[config.mk]
export PLATFORM = sky130hd
export DESIGN_NAME = alarm_match
export DESIGN_NICKNAME = d
export VERILOG_FILES = /design/src/rtl/alarm_match.sv
export SDC_FILE = /design/constraint.sdc
export NUM_CORES = 1
export LEC_CHECK = 0
export ABC_AREA = 1
export BUFFER_PORTS_ARGS = -buffer_cell sky130_fd_sc_hd__buf_2
export CORE_MARGIN = 8
export CORE_UTILIZATION = 28
export CTS_CLUSTER_SIZE = 14
export DETAILED_ROUTE_END_ITERATION = 7
export PLACE_DENSITY = 0.45
export SLEW_MARGIN = 0
export SYNTH_ARGS = -nofsm -noshare
export SYNTH_HDL_FRONTEND = slang
export SYNTH_SLANG_ARGS = --single-unit
[constraint.sdc]
create_clock -name clk -period 3.2 [get_ports clk]
set_clock_uncertainty 0.15 [all_clocks]
set_input_delay 0.64 -clock clk [delete_from_list [all_inputs] [get_ports clk]]
set_output_delay 0.64 -clock clk [all_outputs]
set_load 0.005 [all_outputs]
[src/rtl/alarm_match.sv]
module alarm_match (
  input  logic       clk,
  input  logic       rst_n,
  input  logic       we,
  input  logic [1:0] addr,
  input  logic [7:0] wdata,
  output logic [7:0] rdata,
  input  logic       sec_tick,
  input  logic [7:0] now_sec,
  input  logic [7:0] now_min,
  input  logic [7:0] now_hour,
  input  logic [7:0] now_date,
  output logic       irq
);

  logic [7:0] a_sec, a_min, a_hour, a_date;
  logic       ok_sec, ok_hour, ok_date, hit;
  logic       eq_s, eq_m, eq_h, eq_d;

  function automatic logic [6:0] bcd_val(input logic [6:0] v);
    return 7'(v[6:4]) * 7'd10 + 7'(v[3:0]);
  endfunction

  assign ok_sec  = bcd_val(wdata[6:0]) <= 7'd59;
  assign ok_hour = bcd_val({1'b0, wdata[5:0]}) <= 7'd23;
  assign ok_date = |wdata[5:0];

  assign eq_s = a_sec[6:0]  == now_sec[6:0];
  assign eq_m = a_min[6:0]  == now_min[6:0];
  assign eq_h = a_hour[5:0] == now_hour[5:0];
  assign eq_d = a_date[5:0] == now_date[5:0];

  always_comb begin
    case ({a_date[7], a_hour[7], a_min[7], a_sec[7]})
      4'b0000: hit = eq_d & eq_h & eq_m & eq_s;
      4'b1000: hit = eq_h & eq_m & eq_s;
      4'b1100: hit = eq_m & eq_s;
      4'b1110: hit = eq_s;
      default: hit = 1'b1;
    endcase
  end

  always_comb begin
    case (addr)
      2'd0:    rdata = a_sec;
      2'd1:    rdata = a_min;
      2'd2:    rdata = a_hour;
      default: rdata = a_date;
    endcase
  end

  always_ff @(posedge clk) begin
    if (!rst_n) begin
      a_sec  <= 8'h00;
      a_min  <= 8'h00;
      a_hour <= 8'h00;
      a_date <= 8'h00;
      irq    <= 1'b0;
    end else begin
      irq <= sec_tick & hit;
      if (we) begin
        case (addr)
          2'd0:    if (ok_sec)  a_sec  <= wdata;
          2'd1:    if (ok_sec)  a_min  <= wdata;
          2'd2:    if (ok_hour) a_hour <= wdata;
          default: if (ok_date) a_date <= wdata;
        endcase
      end
    end
  end

  assert_irq_after_tick_R5: assert property (@(posedge clk) disable iff (!rst_n)
    irq |-> $past(sec_tick));

  assert_sec_reject_R3: assert property (@(posedge clk) disable iff (!rst_n)
    (we && addr == 2'd0 && wdata[6:4] > 3'd5) |=> $stable(a_sec));

  assert_hour_accept_R4: assert property (@(posedge clk) disable iff (!rst_n)
    (we && addr == 2'd2 && wdata[5:4] < 2'd2 && wdata[3:0] < 4'd10)
      |=> a_hour == $past(wdata));

  assert_every_tick_R10: assert property (@(posedge clk) disable iff (!rst_n)
    (sec_tick && a_sec[7] && !(we && addr == 2'd0)) |=> irq);

endmodule

==> results.json <==
{
  "status": "complete, no violations",
  "dpl.cell_count": 514,
  "synth_common_cells": "nand2_1 (104), nor2_1 (59), inv_1 (47), dfxtp_1 (33), a21oi_1 (25)",
  "netlist_instances": 369,
  "wl_met2_um": 3310,
  "required_ns": 2.41,
  "post-synth-top-count-cell": "nand2_1",
  "synth_area_leaders": "dfxtp_1 (29%), nand2_1 (17%), nor2_1 (9.7%), inv_1 (7.7%), a21oi_1 (5.5%)",
  "highest_layer": "met4",
  "cp_num_buf_inv": 3,
  "die_y_um": 106,
  "finalWirelength_um": 6870,
  "gr-total-overflow": 0,
  "hpwl_um": 5260,
  "hold_buffers": 0,
  "worstReg2RegEnd": "irq",
  "r2r_cells": 9,
  "setup_viol": 0,
  "area_delta_synth_final_pct": 18.9,
  "cts-resized-gates": 0,
  "antenna_found_initial": 0,
  "finalHoldViolations": 0,
  "ys.flop_type": "dfxtp_1",
  "fin_setup_tns_ns": 0,
  "firstDrtPassIters": 4,
  "cpLargestDelayFamily": "compound AO/OA/AOI/OAI gates",
  "synth.avg_cell_area_um2": 6.18,
  "drc": 0,
  "cp.arrival_ns": 1.70,
  "min_from": "a_date[6]",
  "synth_warnings": 0,
  "drt_iter0_drc": 127,
  "crit_fanout": 9,
  "grt_pass1_vias": 2298,
  "vias_per_cell": 4.39,
  "core_area_um2": 8050,
  "cts_num_sinks": 33,
  "cts_made_buffers": 5,
  "fin_crit_ns": 2.49,
  "start_kind": "input pin",
  "fmax_mhz": 401,
  "max-vdd-ir-drop_v": 0.000153,
  "grt_pass1_wl_um": 11300,
  "cts_buffer_depth": 2,
  "clk_pin_slew_ns": 0.08,
  "wl_met1_um": 3180,
  "postCtsSetupRepairBufs": 0,
  "min_delay_path_depth": 2,
  "initial_utilization": 0.283,
  "rsz0062_at_grt": "no",
  "ctsRootBufferMaster": "clkbuf_8",
  "cts_tree": "yes",
  "row_count": 33,
  "multi_input_area_um2": 1340,
  "met3_wirelength_um": 281,
  "fin_util": 0.337,
  "ys_types": 33,
  "worstMarginPinSlew_ns": 0.688,
  "synth_edf_count": 0,
  "power.leakage_uw": 0.00141,
  "numPortBuffers": 48,
  "hp-class": "flop to flop",
  "synth-seq-cells": 33,
  "vias": 2289,
  "clk_latency_ns": 0.29,
  "cp_slowest_stage_delay_ns": 0.27,
  "ant_nets": 0,
  "syn_nets": 423,
  "yosys.area.top_type": "dfxtp_1",
  "dieArea_um2": 11300,
  "wl_per_cell_um": 13.2,
  "grt_util_all_layers": 0.126,
  "end_kind": "primary output",
  "gp_congestion": 0.765,
  "cp_slowest_cell": "nand2_1",
  "r2r_slack_ns": 1.78,
  "cp_common_cell": "buf_2",
  "cap_violations": 0,
  "rr_startpoint": "a_min[7]",
  "fin_crit_sh": 0.779,
  "seqCellArea_um2": 661,
  "syn_area_um2": 2280,
  "num_io_pins": 55,
  "die_w_um": 106,
  "antenna_cells": 0,
  "ys_seq_area_frac": 0.289,
  "drive_above_1_share": 0.199,
  "path_cells": "buf_2, inv_2, nand2_1, nor2_1, a221oi_1, o21ai_1, buf_2",
  "critPathKind": "input pin to primary output",
  "hold_end": "a_date[6]",
  "synth_top_cell_area_share": 0.289,
  "power_density_nw_per_um2": 411,
  "grt_max_degree": 34,
  "synthArstFlopShare": 0,
  "slew_headroom": 0.541,
  "instances_no_fill": 522,
  "slew_violations": 0,
  "fill_cells": 929,
  "h-tree-depth": 2,
  "finalNetCount": 470
}
==> worst max-delay path by stage <==
| stage | start | to | slack, ns | cells past startpoint |
|---|---|---|---|---|
| floorplan | wdata[1] | a_sec[5] | 0.74 | 10 |
| global placement | wdata[1] | a_sec[7] | 0.45 | 11 |
| detailed placement | wdata[1] | a_sec[5] | 0.44 | 11 |
| CTS | addr[0] | rdata[7] | 0.71 | 5 |
| global route | wdata[1] | a_sec[3] | 0.57 | 11 |
| finish | addr[1] | rdata[7] | 0.71 | 7 |
==> worst register-to-register path, cell delays in order, from the launching register on <==
cell	delay, ns
dfxtp_1	0.32
nor2_1	0.18
nand2_1	0.11
nor2_1	0.11
nand2_1	0.06
nor2_1	0.13
nand3_1	0.09
nand2_1	0.06
nand2_1	0.05
a21oi_1	0.11
==> cell usage in the layout (no fill, tap or decap) <==
cell type,instances
nor2_2,4
bufinv_16,1
nand2_2,5
nand3_2,1
nand3_4,1
fa_1,1
nor4_1,1
o21ai_1,15
nand3_1,16
a21oi_2,1
buf_4,1
nand3b_4,1
buf_2,48
a221oi_1,2
a21boi_1,1
o21ai_4,1
inv_2,12
o21ai_0,2
xor2_1,4
o22ai_1,4
a21oi_1,25
nand2_1,104
nand4_1,2
or2_1,1
xnor2_1,7
clkbuf_1,1
ha_1,7
nor2_1,59
clkbuf_8,6
inv_1,47
o21ai_2,1
o2111ai_1,1
a21o_1,1
dfxtp_1,33
==> routing by layer <==
layer	track usage	vias to the layer above
li1	-	1238
met1	0.158	994
met2	0.213	50
met3	0.0206	7
met4	0.0422	0
met5	0	-
==> sequential cells by signal, summed over array words and instances, names as in the netlist <==
register  cells
a_date        8
a_hour        8
a_min         8
a_sec         8
irq           1
==> cell families (layout without fill, tap and decap cells) <==
| family | count (synthesis) | in the layout | share of synthesized area |
|---|---|---|---|
| AO/OA/AOI/OAI | 54 | 54 | 0.136 |
| XOR/XNOR | 11 | 11 | 0.0422 |
| adder cells (fa/ha/maj) | 8 | 8 | 0.0471 |
| buffers and inverters | 68 | 116 | 0.126 |
| flip-flops | 33 | 33 | 0.289 |
| AND/OR/NAND/NOR | 195 | 195 | 0.360 |
==> metrics by stage <==
stage / hold slack, ns / setup slack, ns / instance area [µm²] / power, µW
finish: 0.303 / 0.706 / 2710 / 1120
global route: 0.341 / 0.565 / 2710 / 1190
CTS: 0.305 / 0.707 / 2710 / 1130
detailed placement: 0.291 / 0.442 / 2600 / 712
global placement: 0.290 / 0.454 / 2600 / 709
floorplan: 0.275 / 0.742 / 2280 / 627
==> layout make-up <==
cell class	count	area share
Tap cell	105	0.0484
Clock buffer	7	0.0318
Multi-Input combinational cell	268	0.492
Inverter	59	0.0816
Sequential cell	33	0.244
Timing Repair Buffer	49	0.0913
Clock inverter	1	0.0111
==> where the power goes <==
group	total, µW	internal (µW)	switching (µW)
sequential	451	434	17.1
clock	416	254	162
combinational	250	95.8	154
total	1120	783	333
Note: power is estimated with default switching activity, not from simulation.
